### config.mk
export PLATFORM = sky130hd
export DESIGN_NAME = pc_sequencer
export DESIGN_NICKNAME = d
export VERILOG_FILES = /design/src/rtl/pcseq_pkg.sv /design/src/rtl/pcseq_latch.sv /design/src/rtl/pcseq_target.sv /design/src/rtl/pcseq_select.sv /design/src/rtl/pc_sequencer.sv
export SDC_FILE = /design/constraint.sdc
export NUM_CORES = 1
export LEC_CHECK = 0
export BUFFER_PORTS_ARGS = -buffer_cell sky130_fd_sc_hd__buf_2
export CELL_PAD_IN_SITES_DETAIL_PLACEMENT = 0
export CELL_PAD_IN_SITES_GLOBAL_PLACEMENT = 1
export CORE_AREA = 3 3 107 109
export DETAILED_ROUTE_END_ITERATION = 8
export DIE_AREA = 0 0 110 112
export HOLD_SLACK_MARGIN = 0.1
export PLACE_DENSITY_LB_ADDON = 0.1
export RECOVER_POWER = 50
export SKIP_CTS_REPAIR_TIMING = 1
export SLEW_MARGIN = 15
export SYNTH_ARGS = -nofsm -noshare
export SYNTH_HDL_FRONTEND = slang
export SYNTH_HIERARCHICAL = 1
export SYNTH_SLANG_ARGS = --single-unit
### constraint.sdc
create_clock -name clk -period 3.1 [get_ports clk]
set_input_delay 0 -clock clk [delete_from_list [all_inputs] [get_ports clk]]
set_output_delay 0 -clock clk [all_outputs]
set_load 0.05 [all_outputs]
### src/rtl/pcseq_pkg.sv
package pcseq_pkg;

  typedef enum logic [2:0] {
    OP_NONE    = 3'd0,
    OP_JUMP    = 3'd1,
    OP_CALL    = 3'd2,
    OP_CALLW   = 3'd3,
    OP_BRANCH  = 3'd4,
    OP_BRANCHW = 3'd5,
    OP_RETURN  = 3'd6,
    OP_RSVD    = 3'd7
  } op_kind_e;

  typedef enum logic [2:0] {
    SRC_HOLD = 3'd0,
    SRC_INC  = 3'd1,
    SRC_LOW  = 3'd2,
    SRC_OP   = 3'd3,
    SRC_IRQ  = 3'd4,
    SRC_RST  = 3'd5
  } pc_src_e;

endpackage

### src/rtl/pcseq_latch.sv
module pcseq_latch #(
  parameter int ADDR_W     = 7,
  parameter int DATA_W     = 8,
  parameter int LATCH_W    = 7,
  parameter int LOW_ADDR   = 2,
  parameter int LATCH_ADDR = 10
) (
  input  logic               clk,
  input  logic               rst_n,
  input  logic               wr_en,
  input  logic [ADDR_W-1:0]  addr,
  input  logic [DATA_W-1:0]  wdata,
  input  logic [DATA_W-1:0]  pc_low,
  output logic [LATCH_W-1:0] latch_q,
  output logic               low_wr,
  output logic               latch_wr,
  output logic [DATA_W-1:0]  rdata
);

  logic hit_low, hit_latch;
  assign hit_low   = (addr == ADDR_W'(LOW_ADDR));
  assign hit_latch = (addr == ADDR_W'(LATCH_ADDR));
  assign low_wr    = wr_en && hit_low;
  assign latch_wr  = wr_en && hit_latch;

  generate
    if (DATA_W > LATCH_W) begin : g_spare
      logic unused_wbits;
      assign unused_wbits = ^wdata[DATA_W-1:LATCH_W];
    end
  endgenerate

  always_ff @(posedge clk) begin
    if (!rst_n)        latch_q <= '0;
    else if (latch_wr) latch_q <= wdata[LATCH_W-1:0];
  end

  always_comb begin
    rdata = '0;
    if (hit_low)        rdata = pc_low;
    else if (hit_latch) rdata = DATA_W'(latch_q);
  end

  // the latch captures the written bits one edge later
  a_r6_latch_capture: assert property (@(posedge clk) disable iff (!rst_n)
    latch_wr |=> latch_q == $past(wdata[LATCH_W-1:0]));

  // without a write the latch keeps its value
  a_r6_latch_stable: assert property (@(posedge clk) disable iff (!rst_n)
    !latch_wr |=> $stable(latch_q));

endmodule

### src/rtl/pcseq_target.sv
module pcseq_target
  import pcseq_pkg::*;
#(
  parameter int PC_W    = 15,
  parameter int DATA_W  = 8,
  parameter int LATCH_W = 7,
  parameter int IMM_W   = 11,
  parameter int BR_W    = 9
) (
  input  logic [PC_W-1:0]    pc_q,
  input  logic [LATCH_W-1:0] latch_q,
  input  op_kind_e           op,
  input  logic [IMM_W-1:0]   imm,
  input  logic [DATA_W-1:0]  w_val,
  input  logic [PC_W-1:0]    pop_val,
  output logic               op_load,
  output logic [PC_W-1:0]    op_target,
  output logic               op_push,
  output logic [PC_W-1:0]    ret_addr
);

  localparam int HI_W = PC_W - IMM_W;

  function automatic logic [PC_W-1:0] f_step(input logic [PC_W-1:0] a);
    return a + PC_W'(1);
  endfunction

  function automatic logic [PC_W-1:0] f_abs(input logic [LATCH_W-1:0] l,
                                            input logic [IMM_W-1:0] k);
    return {l[LATCH_W-1 -: HI_W], k};
  endfunction

  function automatic logic [PC_W-1:0] f_pair(input logic [LATCH_W-1:0] l,
                                             input logic [DATA_W-1:0] b);
    return {l, b};
  endfunction

  function automatic logic [PC_W-1:0] f_rel_signed(input logic [PC_W-1:0] base,
                                                   input logic [BR_W-1:0] off);
    return base + {{(PC_W-BR_W){off[BR_W-1]}}, off};
  endfunction

  function automatic logic [PC_W-1:0] f_rel_unsigned(input logic [PC_W-1:0] base,
                                                     input logic [DATA_W-1:0] off);
    return base + PC_W'(off);
  endfunction

  logic [PC_W-1:0] next_seq;
  assign next_seq = f_step(pc_q);
  assign ret_addr = next_seq;

  always_comb begin
    op_load   = 1'b1;
    op_push   = 1'b0;
    op_target = pc_q;
    unique case (op)
      OP_JUMP:    op_target = f_abs(latch_q, imm);
      OP_CALL:    begin op_target = f_abs(latch_q, imm); op_push = 1'b1; end
      OP_CALLW:   begin op_target = f_pair(latch_q, w_val); op_push = 1'b1; end
      OP_BRANCH:  op_target = f_rel_signed(next_seq, imm[BR_W-1:0]);
      OP_BRANCHW: op_target = f_rel_unsigned(next_seq, w_val);
      OP_RETURN:  op_target = pop_val;
      default:    op_load = 1'b0;
    endcase
  end

  // only the two call forms request a push
  a_r8_push_calls_only: assert final (!op_push || op == OP_CALL || op == OP_CALLW);

endmodule

### src/rtl/pcseq_select.sv
module pcseq_select
  import pcseq_pkg::*;
#(
  parameter int PC_W      = 15,
  parameter int RESET_VEC = 0,
  parameter int IRQ_VEC   = 4
) (
  input  logic            rst_n,
  input  logic            irq_take,
  input  logic            op_load,
  input  logic [PC_W-1:0] op_target,
  input  logic            low_wr,
  input  logic [PC_W-1:0] low_target,
  input  logic            advance,
  input  logic [PC_W-1:0] pc_q,
  output logic [PC_W-1:0] pc_next,
  output pc_src_e         src
);

  always_comb begin
    if (!rst_n)        src = SRC_RST;
    else if (irq_take) src = SRC_IRQ;
    else if (op_load)  src = SRC_OP;
    else if (low_wr)   src = SRC_LOW;
    else if (advance)  src = SRC_INC;
    else               src = SRC_HOLD;
  end

  always_comb begin
    unique case (src)
      SRC_RST: pc_next = PC_W'(RESET_VEC);
      SRC_IRQ: pc_next = PC_W'(IRQ_VEC);
      SRC_OP:  pc_next = op_target;
      SRC_LOW: pc_next = low_target;
      SRC_INC: pc_next = pc_q + PC_W'(1);
      default: pc_next = pc_q;
    endcase
  end

endmodule

### src/rtl/pc_sequencer.sv
module pc_sequencer
  import pcseq_pkg::*;
#(
  parameter int PC_W       = 15,
  parameter int DATA_W     = 8,
  parameter int ADDR_W     = 7,
  parameter int IMM_W      = 11,
  parameter int BR_W       = 9,
  parameter int RESET_VEC  = 0,
  parameter int IRQ_VEC    = 4,
  parameter int LOW_ADDR   = 2,
  parameter int LATCH_ADDR = 10
) (
  input  logic              clk,
  input  logic              rst_n,
  input  logic              irq_take,
  input  logic              advance,
  input  logic [2:0]        op_kind,
  input  logic [IMM_W-1:0]  op_imm,
  input  logic [DATA_W-1:0] w_val,
  input  logic [PC_W-1:0]   pop_val,
  input  logic              dwr_en,
  input  logic [ADDR_W-1:0] daddr,
  input  logic [DATA_W-1:0] dwdata,
  output logic [DATA_W-1:0] drdata,
  output logic [PC_W-1:0]   pc,
  output logic              push_en,
  output logic [PC_W-1:0]   push_val
);

  localparam int LATCH_W = PC_W - DATA_W;

  logic [PC_W-1:0]    pc_q, pc_next, op_target, ret_addr, low_target;
  logic [LATCH_W-1:0] latch_q;
  logic               low_wr, latch_wr, op_load, op_push;
  op_kind_e           op;
  pc_src_e            src;

  assign op = op_kind_e'(op_kind);

  pcseq_latch #(
    .ADDR_W(ADDR_W), .DATA_W(DATA_W), .LATCH_W(LATCH_W),
    .LOW_ADDR(LOW_ADDR), .LATCH_ADDR(LATCH_ADDR)
  ) u_latch (
    .clk(clk), .rst_n(rst_n), .wr_en(dwr_en), .addr(daddr), .wdata(dwdata),
    .pc_low(pc_q[DATA_W-1:0]), .latch_q(latch_q), .low_wr(low_wr),
    .latch_wr(latch_wr), .rdata(drdata)
  );

  pcseq_target #(
    .PC_W(PC_W), .DATA_W(DATA_W), .LATCH_W(LATCH_W), .IMM_W(IMM_W), .BR_W(BR_W)
  ) u_target (
    .pc_q(pc_q), .latch_q(latch_q), .op(op), .imm(op_imm), .w_val(w_val),
    .pop_val(pop_val), .op_load(op_load), .op_target(op_target),
    .op_push(op_push), .ret_addr(ret_addr)
  );

  assign low_target = {latch_q, dwdata};

  pcseq_select #(
    .PC_W(PC_W), .RESET_VEC(RESET_VEC), .IRQ_VEC(IRQ_VEC)
  ) u_select (
    .rst_n(rst_n), .irq_take(irq_take), .op_load(op_load), .op_target(op_target),
    .low_wr(low_wr), .low_target(low_target), .advance(advance), .pc_q(pc_q),
    .pc_next(pc_next), .src(src)
  );

  always_ff @(posedge clk) pc_q <= pc_next;

  assign pc       = pc_q;
  assign push_en  = (src == SRC_IRQ) || (src == SRC_OP && op_push);
  assign push_val = (src == SRC_IRQ) ? pc_q : ret_addr;

  // reset clears the counter on the following edge
  a_r1_reset_clears: assert property (@(posedge clk)
    !rst_n |=> pc_q == PC_W'(RESET_VEC));

  // no push request during reset
  a_r1_no_push_in_reset: assert property (@(posedge clk)
    !rst_n |-> !push_en);

  // interrupt entry reaches the vector and saves the current address
  a_r2_irq_vector: assert property (@(posedge clk) disable iff (!rst_n)
    irq_take |=> pc_q == PC_W'(IRQ_VEC));
  a_r2_irq_push: assert property (@(posedge clk) disable iff (!rst_n)
    irq_take |-> (push_en && push_val == pc_q));

  // a lone step moves the counter by one
  a_r3_step: assert property (@(posedge clk) disable iff (!rst_n)
    (advance && !irq_take && !op_load && !low_wr) |=> pc_q == $past(pc_q) + PC_W'(1));

  // with no source active, and across a latch write alone, the counter holds
  a_r4_hold: assert property (@(posedge clk) disable iff (!rst_n)
    (!advance && !irq_take && !op_load && !low_wr) |=> $stable(pc_q));

  // a low-byte write joins the old latch with the data
  a_r5_low_write: assert property (@(posedge clk) disable iff (!rst_n)
    (low_wr && !irq_take && !op_load) |=> pc_q == {$past(latch_q), $past(dwdata)});

  // return takes the popped address
  a_r12_return: assert property (@(posedge clk) disable iff (!rst_n)
    (op == OP_RETURN && !irq_take) |=> pc_q == $past(pop_val));

  // pushes only come from interrupts or calls
  a_r8_push_source: assert property (@(posedge clk) disable iff (!rst_n)
    push_en |-> (irq_take || op == OP_CALL || op == OP_CALLW));

endmodule

Word level (Yosys, flattened, before mapping)
Cells that the tools add are included.
- bits of input ports: 57
- word-level logic and storage cells: 40
- flip-flop bits (word level): 22
- reductions and logical operators: 9
- eq/ne operators: 14
- $add $sub $neg: 3
- multiplexer cells: 12
- operator list (cell ; count):
    $pmux W15 S5 ; 2
    $add A15 B1 Y15 const B ; 1
    $add A15 B15 Y15 ; 1
    $add A15 B8 Y15 ; 1
    $eq A3 B3 Y1 const B ; 5
    $mux W15 ; 1
    $eq A3 B2 Y1 const B ; 4
    $mux W3 ; 4
    $mux W8 ; 1
    $eq A7 B2 Y1 const B ; 1
    $eq A7 B4 Y1 const B ; 1
    $mux W7 ; 1
    $eq A3 B1 Y1 const B ; 2
    $ne A6 B2 Y1 const B ; 1
    $reduce_or A6 Y1 ; 1
    $reduce_bool A5 Y1 ; 1
    $reduce_or A2 Y1 ; 2
    $logic_and A1 B1 Y1 ; 3
    $mux W1 ; 3
    $reduce_and A2 Y1 ; 1
    $logic_or A1 B1 Y1 ; 1

Logic depth before layout (Yosys ltp)
Gate-level depths: netlist (run 1).
- word-level depth: 9
- mapped depth: 18
- gate-level depth less buffers: 16

Hierarchy
The synthesis (run 1) kept the hierarchy.
- modules (own cells, without submodules) (module ; cells each ; area an instance (um2) ; seq. area each (um2) ; times used):
    pcseq_target ; 277 ; 1933.1 ; 0.0 ; 1
    pcseq_select ; 144 ; 817.0 ; 0.0 ; 1
    pc_sequencer ; 34 ; 514.2 ; 300.3 ; 1
    pcseq_latch ; 52 ; 436.7 ; 140.1 ; 1

Least setup slack after synthesis (run 1)
OpenSTA, ideal clock, no wires.
- path type: register to register
- from: register pc_q[2], in the netlist pc[2]
- to: register pc_q[13], in the netlist pc[13]
- path slack: -313 ps
- required time: 2978 ps
- cell stages (with the launch flop): 16
- setup time: 122 ps
- arrival: 3291 ps
- clock period less this slack: 3413 ps
- cells stage by stage: dfxtp_1 -> nand4_1 -> nor2_1 -> nand4_1 -> xnor2_1 -> ha_1 -> nand2_1 -> a21boi_0 -> o21ai_0 -> nand2_1 -> o311ai_0 -> a311o_1 -> nand2_1 -> a21oi_1 -> o21ai_1 -> o2bb2a_1
- longest elaborated chain between the ends: 4
- elaborated cells between the ends (all ways): 5
- those cells by class: 3 x add/sub; 2 x mux
- ends and longest elaborated chain (item ; RTL line ; source):
    start: declaration ; pc_sequencer.sv:33 ; logic [PC_W-1:0] pc_q, pc_next, op_target, ret_addr, low_target;
    start signal: assignment ; pc_sequencer.sv:68 ; always_ff @(posedge clk) pc_q <= pc_next;
    $add A15 B1 Y15 (*) ; pcseq_target.sv:25 ; return a + PC_W'(1);
    named net ret_addr[9] ; pc_sequencer.sv:33 ;
    $add A15 B8 Y15 / $add A15 B15 Y15 (equally long branches) ; pcseq_target.sv:45, pcseq_target.sv:40 ;
    $pmux W15 S5 (*) ; pcseq_target.sv:56 ; unique case (op)
    named net op_target[13] ; pc_sequencer.sv:33 ;
    $pmux W15 S5 (*) ; pcseq_select.sv:30 ; unique case (src)
    named net pc_next[13] ; pc_sequencer.sv:33 ;
Mark *: on every way through the listed nets, which the timed path passes. The rest lies on a longest branch.
A chain may end at the register's enable or synchronous reset.

Worst setup path in the final report (run 1)
- from: register pc_q[0], in the netlist pc[0]
- to: register pc_q[13], in the netlist pc[13]
Same word-level chain as after synthesis.

==> results.txt, run 1 <==
----------------------------------------------------
[Outcome]
  Status ... finished, violations left
  Violated checks ... capacitance limit, slew limit

[Placed design]
  Total half-perimeter wirelength after legalization and detailed placement ... 11200 um
  Pre-CTS setup slack ... -0.0138 ns
  Routability congestion estimate ... 0.886
  IO buf count ... 95

[Synth]
  Primary flip-flop cell chosen by synthesis mapping ... dfxtp_1
  Post-synthesis share of cell area spent on full adders, half adders and majority gates ... 0.0683
  Compound-gate portion of the synthesized area ... 0.236
  Synth top area cells ... dfxtp_1, mux2i_1, nand2_1
  Number of flip-flops and latches in the synthesized netlist ... 22
  Synth cell types ... 74
  Mux contribution to synthesized area ... 0.189
  Post-synth top area cell ... dfxtp_1
  Count of yosys warnings during synthesis ... 6
  Share of synthesized flip-flops with an asynchronous set or reset ... 0
  Cells after Synth ... 507
  Synth Cell Area ... 3700 um2
  Post-synth EDFFs ... 0
  Xor/xnor cell area share of the yosys netlist ... 0.0588
  Dominant combinational cell family by area after synthesis ... simple AND/OR/NAND/NOR gates
  Simple-gate area share of the yosys netlist ... 0.269
  Synthesized net count ... 582
  Portion of synthesized cell area occupied by the leading cell type ... 0.119
  Sequential element share of the synthesized area ... 0.119
  Post-Syn Area per Cell ... 7.30 um2

[Pwr]
  Power Density ... 223 nW/um2
  Switching portion of total power ... 0.387
  Pint ... roughly 0.00070 W
  Clk pwr share ... 0.244
  Peak supply drop ... 0.148 mV
  Leakage power ... 2.18 nW
  Part of the total power dissipated in sequential elements ... 0.263
  Total power ... 0.00114 W
  Psw ... approximately 0.00044 W
  Combinational fraction of design power ... 0.493

[Min path]
  Min-Delay Path Depth ... 3
  Source of the worst hold timing path ... rst_n
  Hold-critical path endpoint ... u_latch/latch_q[3]
  Hold WC Path Type ... in2reg

[Layout]
  Number of antenna diodes ... 0
  Combined area of the multi-input logic cells ... 3280 um2
  Post-synthesis to final-layout area growth ... 37.9%
  Share of cells above drive strength 1 ... 0.335
  Fill cells ... 1134
  Combined flip-flop and latch cell area ... 468 um2
  Number of nets in the layout ... 723

[Global route]
  Vias in the first global route ... 4314
  Wire length of the first global-routing pass ... between 20000 and 25000 um
  Total global routing track utilization ... 0.232
  Pin count of the biggest net entering global routing ... 47
  Antenna violations before repair ... 0
  Total grt overflow ... 0

[Critical path]
  Element type at the critical path end ... register
  Worst path required time ... 3.26 ns
  Worst-path maximum fanout ... 7
  Logic depth of the worst register-to-register path ... 15
  CP startpoint kind ... register
  Register-to-Register Setup Slack ... 0.13 ns
  Startpoint of the worst-slack reg-to-reg timing path ... pc[0]
  Worst path max stage delay ... 0.44 ns
  Critical Setup Path Class ... reg2reg
  Capture instance of the worst register-to-register path ... pc[13]
  Largest delay share family, worst path ... compound AO/OA/AOI/OAI gates
  Critical path, cell by cell ... buf_12 > ha_4 > nand2_1 > nor2_1 > xor2_1 > ha_2 > a21oi_2 > inv_1 > a21oi_1 > a2111oi_1 > a311o_1 > nand2_1 > a21oi_1 > o21ai_1 > o2bb2a_1
  Cell with the biggest individual delay on the critical path ... dfxtp_4
  Critical path arrival ... 3.14 ns
  Count of buffering cells on the critical path with inverters included ... 2

[Floorplan]
  Area of the placeable core ... approximately 11000 um2
  Placement row count ... 38
  Starting density of the core ... 0.346
  Die height ... 112 um
  Width of the chip ... 110 um
  IO Pins ... 96
  Die area ... 12300 um2

[Clocking]
  Clock slew seen by the registers of the worst setup and hold paths ... 0.09 ns
  Clock root buffer ... clkbuf_8
  Clock buffer depth ... 2
  Total CTS buffers ... 3
  H-tree depth reported by CTS ... 1
  Number of sinks driven by the clock tree ... 22
  Clock insertion delay at the later pin of the skew report ... 0.27 ns
  Clock tree from TritonCTS ... yes

[Timing]
  Final critical-path required period ... 2.97 ns
  Setup Skew ... approximately 0.0075 ns
  Final setup vio count ... 0
  Number of slew-limit violations in the final report ... 8
  Final hold violation count ... 0
  Maximum clock frequency ... roughly 340 MHz
  Minimum hold slack ... 0.119 ns
  Worst Setup Slack, final ... 0.126 ns
  Max-slew headroom ... -0.142
  Part of the cycle the worst path needs ... 0.959
  Setup repair after global routing missed its margin ... true
  Slew @ Worst Pin ... 1.70 ns

[Routing]
  Post-route ant nets ... 0
  Wire length per cell after detailed routing ... 18.3 um
  Iteration-0 DRC count of the detailed router ... 285
  Total vias in the final route ... 4387
  Count of TritonRoute iterations in the first routing pass ... 4
  Overall routed net length ... around 14000 um
  Post-detailed-route via-to-cell ratio ... 5.57
  Drt drc ... 0

[Flow run]
  Number of max-cap violations ... 1

----------------------------------------------------
==> layout by cell type, fill, tap and decap left out, types with 4 or more instances in the layout <==
master / synthesis / layout
mux2i_1: 36 / 36
a21o_1: 9 / 9
ha_1: 17 / 10
nand2b_1: 6 / 5
nand2_1: 59 / 57
o21ai_0: 13 / 10
nor3_1: 10 / 10
buf_4: 2 / 60
dfxtp_2: 0 / 4
nor2_1: 40 / 38
a2bb2oi_1: 6 / 5
xor2_1: 7 / 7
dfxtp_1: 22 / 12
nand3_1: 18 / 14
a31oi_1: 6 / 6
o211ai_1: 4 / 4
a22oi_1: 4 / 4
xnor2_1: 16 / 9
inv_1: 17 / 15
dfxtp_4: 0 / 6
xnor2_2: 0 / 6
nand3b_1: 10 / 10
a21oi_2: 1 / 8
o21ai_1: 15 / 18
buf_2: 10 / 74
a21oi_1: 39 / 32
clkbuf_1: 12 / 21
and3_1: 6 / 6
nor4_1: 4 / 4
inv_2: 2 / 4
dlygate4sd3_1: 0 / 7
nand4_1: 10 / 10
o221ai_1: 4 / 4
mux2_2: 16 / 16
nor2b_1: 8 / 8
ha_4: 0 / 6
mux2_1: 12 / 12
==> area by class of cell <==
cell class | instances | area share
Multi-Input combinational cell | 435 | 0.643
Timing Repair Buffer | 166 | 0.202
Sequential cell | 22 | 0.0917
Tap cell | 140 | 0.0343
Inverter | 20 | 0.0147
Clock buffer | 3 | 0.00809
Clock inverter | 1 | 0.00589
==> cell usage after synthesis, types with 13 or more instances <==
cell	instances
a21oi_1	39
mux2_2	16
nor2_1	40
nand3_1	18
dfxtp_1	22
inv_1	17
xnor2_1	16
o21ai_1	15
mux2i_1	36
nand2_1	59
ha_1	17
o21ai_0	13
==> power by group through the flow <==
| stage | Clock [W] | Combinational [W] | Sequential, W |
|---|---|---|---|
| after floorplan | 0 | 0.000316 | 0.000334 |
| after global placement | 0 | 0.000519 | 0.000306 |
| after detailed placement | 0 | 0.000520 | 0.000306 |
| after CTS | 0.000284 | 0.000523 | 0.000299 |
| after global routing | 0.000293 | 0.000611 | 0.000300 |
| final | 0.000278 | 0.000561 | 0.000299 |
==> worst max path at each step <==
stage | start | endpoint | cells after the start
final | pc[0] | pc[13] | 15
after global placement | pc[3] | pc[13] | 15
after detailed placement | op_kind[1] | pc[12] | 19
after global routing | pc[0] | pc[13] | 15
after floorplan | pc[6] | pc[14] | 17
after CTS | pc[0] | pc[12] | 15
==> through the flow <==
stage          utilization  std cells  instance area [um2]  setup TNS, ns
6_report             0.477        787                 5100              0
5_1_grt              0.477        787                 5100         -0.113
4_1_cts              0.441        771                 4720        -0.0586
3_5_place_dp         0.435        767                 4650        -0.0138
3_3_place_gp         0.435        767                 4650        -0.0441
2_1_floorplan            -        507                 3710              0
==> worst min-delay path: stages <==
cell and delay (ns):
buf_2 0.20, nand2_1 0.10, mux2i_1 0.05
==> cell families after synthesis <==
logic type	count (synthesis)
flops	22
fa+ha+maj	20
mux	65
xor+xnor	24
simple gates	192
compound gates	134
buf+inv	50
==> state kept, by name (all words and copies together) (netlist names) <==
| signal | flops |
|---|---|
| pc | 15 |
| u_latch/latch_q | 7 |
==> layer usage <==
layer  part of all wire  up-vias  track usage  wire length, um
li1                   -     2160            -                -
met1               0.46     2110        0.322             6620
met2               0.48      107        0.388             6950
met3              0.047       10       0.0336              673
met4             0.0097        0       0.0333              139
met5                  0        -            0                0
Note: power is estimated with default switching activity, not from simulation.
==> inputs of run 2 (changes only) <==
BUFFER_PORTS_ARGS = not set   (was -buffer_cell sky130_fd_sc_hd__buf_2)
CORE_AREA = 3 3 98 100   (was 3 3 107 109)
DIE_AREA = 0 0 101 103   (was 0 0 110 112)
DONT_BUFFER_PORTS = 1   (was not set)
==> run 2 against run 1 <==
Against the previous run:
- the flow now finishes without violations
- critical endpoint unchanged
- critical path depth shrank 2
- global-route usage rose by 1.7 points
- combinational power is 14% lower
- sequential share of layout area increased by 0.82 points
- count of clock-buffer cells in the layout unchanged
- cell area down 8.7%
- sequential cell count stayed put
- register-to-register slack worse by 0.04 ns
- die area is 16% lower
- largest power group unchanged
==> results.txt, run 2 (synthesized netlist as in run 1, its figures left out) <==
----------------------------------------------------
[Layout]
  Most common cell after layout, fill and taps aside ... nand2_1
  Share of cells above drive strength 1 ... 0.237
  Leading cell types in the layout, fill and taps excluded ... nand2_1, buf_4, mux2i_1, nor2_1, a21oi_1
  Post-synthesis to final-layout area growth ... 25.9%
  Flip-flop count of the largest register after layout ... 15
  Final core utilization ... 0.532
  Number of nets in the layout ... around 640
  Number of antenna diodes ... 0

[Floorplan]
  IO Pins ... 96
  Die height ... 103 um
  Width of the chip ... 101 um
  Placement row count ... 34
  Area of the placeable core ... a little under 9000 um2
  Starting density of the core ... 0.422
  Die area ... ~10000 um2

[Pwr]
  Leakage power ... roughly 1.8 nW
  Power Density ... between 200 and 250 nW/um2
  Peak supply drop ... 0.160 mV

[Global route]
  Total global routing track utilization ... 0.249
  Total grt overflow ... 0
  Antenna violations before repair ... 0
  Wire length of the first global-routing pass ... around 21000 um
  Vias in the first global route ... 3827
  Pin count of the biggest net entering global routing ... 48

[Critical path]
  Largest delay share family, worst path ... compound AO/OA/AOI/OAI gates
  Count of buffering cells on the critical path with inverters included ... 1
  Worst path required time ... between 3 and 4 ns
  Critical path, cell by cell ... ha_2 > buf_4 > ha_1 > a211o_1 > a21oi_2 > o21ai_2 > a21oi_4 > a2111oi_2 > a311o_1 > nand2_1 > a21oi_1 > o21ai_1 > o2bb2a_1
  Critical Setup Path Class ... reg2reg
  Critical path arrival ... approximately 3.2 ns
  CP startpoint kind ... register
  Worst path max stage delay ... 0.39 ns
  Element type at the critical path end ... register
  Cell with the biggest individual delay on the critical path ... dfxtp_4
  Worst-path maximum fanout ... 8

[Timing]
  Maximum clock frequency ... 332 MHz
  Final setup vio count ... 0
  Final critical-path required period ... 3.01 ns
  Final hold violation count ... 0
  Number of slew-limit violations in the final report ... 0
  Setup Skew ... 0.00667 ns
  Max-slew headroom ... 0.272
  Worst Setup Slack, final ... 0.0856 ns
  Part of the cycle the worst path needs ... 0.972
  Slew @ Worst Pin ... 1.08 ns
  Minimum hold slack ... 0.0611 ns
  Setup repair after global routing missed its margin ... true

[Clocking]
  Clock insertion delay at the later pin of the skew report ... 0.27 ns
  Number of sinks driven by the clock tree ... 22
  H-tree depth reported by CTS ... 1
  Total CTS buffers ... 3
  Clock buffer depth ... 2
  Clock slew seen by the registers of the worst setup and hold paths ... 0.09 ns
  Clock tree from TritonCTS ... yes
  Clock root buffer ... clkbuf_8

[Placed design]
  Pre-CTS setup slack ... -0.0914 ns
  IO buf count ... 0
  Routability congestion estimate ... 0.908
  Total half-perimeter wirelength after legalization and detailed placement ... 10500 um

[Min path]
  Hold WC Path Type ... in2reg

[Routing]
  Iteration-0 DRC count of the detailed router ... 234
  Wire length per cell after detailed routing ... slightly above 20 um
  Drt drc ... 0
  Overall routed net length ... 13800 um
  Post-route ant nets ... 0
  Count of TritonRoute iterations in the first routing pass ... 5
  Post-detailed-route via-to-cell ratio ... 6.16
  Total vias in the final route ... 4127

[Flow run]
  Number of max-cap violations ... 0

[Outcome]
  Status ... completed

----------------------------------------------------
run 2: changes by cell type in the layout (fill, tap and decap cells not counted), sizes merged:
cell	previous run	this run
buf	138	51
clkbuf	24	9
dlygate4sd3	7	24
run 2: final timing paths:
| path | startpoint | end | slack, ns | cells after the start |
|---|---|---|---|---|
| setup / recovery | pc[1] | pc[13] | 0.09 | 13 |
| setup reg to reg | pc[1] | pc[13] | 0.09 | 13 |
| hold / removal | op_kind[2] | pc[0] | 0.06 | 5 |
| hold reg to reg | pc[4] | pc[4] | 0.69 | 2 |
run 2: through the flow:
stage	instances	total power (W)	TNS (ns)	instance area (um2)
detailed placement	639	0.000737	-0.143	4130
global route	670	0.00111	-0.231	4660
CTS	643	0.00102	-0.203	4200
floorplan	507	0.000650	0	3710
global placement	639	0.000735	-0.0812	4130
finish	670	0.00106	0	4660
run 2: cell type report:
class	instances	area (um2)
inverters	20	75.1
well taps	108	135
flip-flops and latches	22	465
clock buffers	3	41.3
clock inverters	1	30.0
repair buffers	81	662
multi-input cells	435	3250
fillers	872	4100
run 2: routing by layer:
layer	part of all wire	vias up	track usage
met3	0.074	12	0.0636
li1	-	1982	-
met1	0.43	1974	0.324
met2	0.49	159	0.420
met5	0	-	0
met4	0.015	0	0.0501
run 2: power breakdown:
part,leakage [nW],internal (W),switching (W),total [W]
Combinational,1.61,0.000205,0.000275,0.000481
Clock,0.0357,0.000173,0.000107,0.000280
Sequential,0.184,0.000288,0.00000855,0.000296
Total,1.83,0.000666,0.000391,0.00106
run 2: worst min-delay path, delay by kind of cell:
family	cells	cell delay, ns
compound gates	2	0.11
simple gates	3	0.20
==> inputs of run 3 (changes only) <==
CORE_AREA = 3 3 91 93   (was 3 3 98 100)
DIE_AREA = 0 0 94 96   (was 0 0 101 103)
clock period = 3.6 ns   (was 3.1 ns; I/O delays follow)
==> run 3 against run 2 <==
Against the previous run:
- highest routed layer unchanged
- largest cell class unchanged
- register-to-register slack improved by 0.18 ns
- the flow now finishes with violations (capacitance limit, slew limit)
- clock skew up 0.00088 ns
- critical path type unchanged
- largest power group unchanged
- count of clock-buffer cells in the layout did not move
- cell area down 12%
- sequential power down 13%
- sequential cell count stayed put
- hold slack better by 0.0036 ns
==> results.txt, run 3 (synthesized netlist as in run 1, its figures left out) <==
----------------------------------------------------
[Timing]
  Maximum clock frequency ... approximately 300 MHz
  Worst Setup Slack, final ... 0.267 ns
  Minimum hold slack ... approximately 0.065 ns
  Setup Skew ... 0.00756 ns
  Final hold violation count ... 0
  Setup TNS ... 0 ns
  Max-slew headroom ... -0.192
  Slew @ Worst Pin ... 1.77 ns
  Final critical-path required period ... around 3.3 ns
  Final setup vio count ... 0
  Part of the cycle the worst path needs ... 0.926
  Setup repair after global routing missed its margin ... false
  Number of slew-limit violations in the final report ... 9

[Routing]
  Top layer in use ... met4
  Routed length on met1 ... 5470 um
  Count of TritonRoute iterations in the first routing pass ... 7
  Post-detailed-route via-to-cell ratio ... roughly 6.3
  Detailed-routed wire length on met2 ... approximately 6200 um
  Post-route ant nets ... 0
  Met3 Wirelength ... 1120 um
  Total vias in the final route ... 3957
  Overall routed net length ... 12900 um
  Drt drc ... 0
  Wire length per cell after detailed routing ... 20.7 um
  Iteration-0 DRC count of the detailed router ... 250

[Critical path]
  CP startpoint kind ... register
  Critical path, cell by cell ... nand3_1 > nor2_1 > nand2_1 > nor2_1 > xor2_1 > ha_1 > a21oi_1 > a21boi_0 > o21ai_0 > a2111oi_0 > a311o_1 > nand2_1 > a21oi_1 > o21ai_1 > o2bb2a_1
  Launch point of the critical path ... pc[3]
  Startpoint of the worst-slack reg-to-reg timing path ... pc[3]
  Instance count on the critical path ... 15
  Register-to-Register Setup Slack ... between 0.2 and 0.3 ns
  Critical Setup Path Class ... reg2reg
  Count of buffering cells on the critical path with inverters included ... 0
  Cell with the biggest individual delay on the critical path ... a2111oi_0
  Element type at the critical path end ... register
  Worst-path maximum fanout ... 9
  Worst path required time ... 3.81 ns
  Logic depth of the worst register-to-register path ... 15
  Largest delay share family, worst path ... compound AO/OA/AOI/OAI gates
  Critical path arrival ... 3.54 ns
  Worst path max stage delay ... 0.45 ns

[Layout]
  Number of antenna diodes ... 0
  Post-synthesis to final-layout area growth ... 11.4%
  Number of nets in the layout ... 600
  Final cell area excluding filler cells ... 4120 um2
  Leading cell types in the layout, fill and taps excluded ... nand2_1, a21oi_1, nor2_1, mux2i_1, dlygate4sd3_1
  Share of cells above drive strength 1 ... 0.0973
  Count of placed standard cells in the final layout, fillers left out ... 626
  Most common cell after layout, fill and taps aside ... nand2_1
  Flip-flop count of the largest register after layout ... 15

[Global route]
  Total global routing track utilization ... 0.274
  Antenna violations before repair ... 0
  Pin count of the biggest net entering global routing ... 48
  Total grt overflow ... 0
  Wire length of the first global-routing pass ... 19500 um
  Vias in the first global route ... 3602

[Floorplan]
  Area of the placeable core ... 7610 um2
  Die height ... 96 um
  Width of the chip ... between 90 and 100 um
  IO Pins ... between 90 and 100
  Die area ... between 9000 and 10000 um2
  Placement row count ... 32
  Starting density of the core ... 0.487

[Placed design]
  Routability congestion estimate ... 0.951
  Pre-CTS setup slack ... about 0.12 ns
  Post-Place Cell Area ... 3860 um2
  Total half-perimeter wirelength after legalization and detailed placement ... 9840 um
  IO buf count ... 0
  Placed insts ... 600

[Pwr]
  Power Density ... 208 nW/um2
  Peak supply drop ... 0.133 mV
  Leakage power ... 1.60 nW

[Flow run]
  Number of max-cap violations ... 2

[Clocking]
  Total CTS buffers ... 3
  Number of sinks driven by the clock tree ... 22
  Clock tree from TritonCTS ... yes
  H-tree depth reported by CTS ... 1
  Clock root buffer ... clkbuf_8
  Clock slew seen by the registers of the worst setup and hold paths ... 0.09 ns
  Clock insertion delay at the later pin of the skew report ... about 0.27 ns
  Clock buffer depth ... 2

[Min path]
  Source of the worst hold timing path ... dwdata[5]
  Hold WC Path Type ... in2reg
  Min-Delay Path Depth ... 2

[Outcome]
  Status ... finished, violations left
  Violated checks ... capacitance limit, slew limit

----------------------------------------------------
## run 3: cell count changes in the layout (fill, tap and decap cells not counted), sizes merged
cell,previous run,this run
buf,51,15
dlygate4sd3,24,21
clkbuf,9,10
## run 3: worst paths after layout
check / end
hold reg to reg: pc[9]
hold / removal: pc[5]
setup reg to reg: pc[13]
setup / recovery: pc[13]
## run 3: cell type report
type / instances / area, um2
Tap cell: 102 / 128
Sequential cell: 22 / 443
Timing Repair Buffer: 43 / 362
Inverter: 20 / 75.1
Fill cell: 766 / 3490
Multi-Input combinational cell: 435 / 3040
Clock inverter: 1 / 30.0
Clock buffer: 3 / 41.3
## run 3: report_power, final
| part | switching [W] | internal, W |
|---|---|---|
| combinational | 0.000220 | 0.000144 |
| sequential | 0.00000893 | 0.000249 |
| clock | 0.0000859 | 0.000149 |
## run 3: layer usage
| metal | global-route usage | up-vias |
|---|---|---|
| met5 | 0 | - |
| met2 | 0.457 | 175 |
| li1 | - | 1908 |
| met4 | 0.0409 | 0 |
| met1 | 0.364 | 1858 |
| met3 | 0.0704 | 16 |
## run 3: per-stage QoR
step                power [W]   util
floorplan            0.000559      -
global route         0.000900  0.542
finish               0.000856  0.542
detailed placement   0.000611  0.507
global placement     0.000610  0.507
CTS                  0.000846  0.517
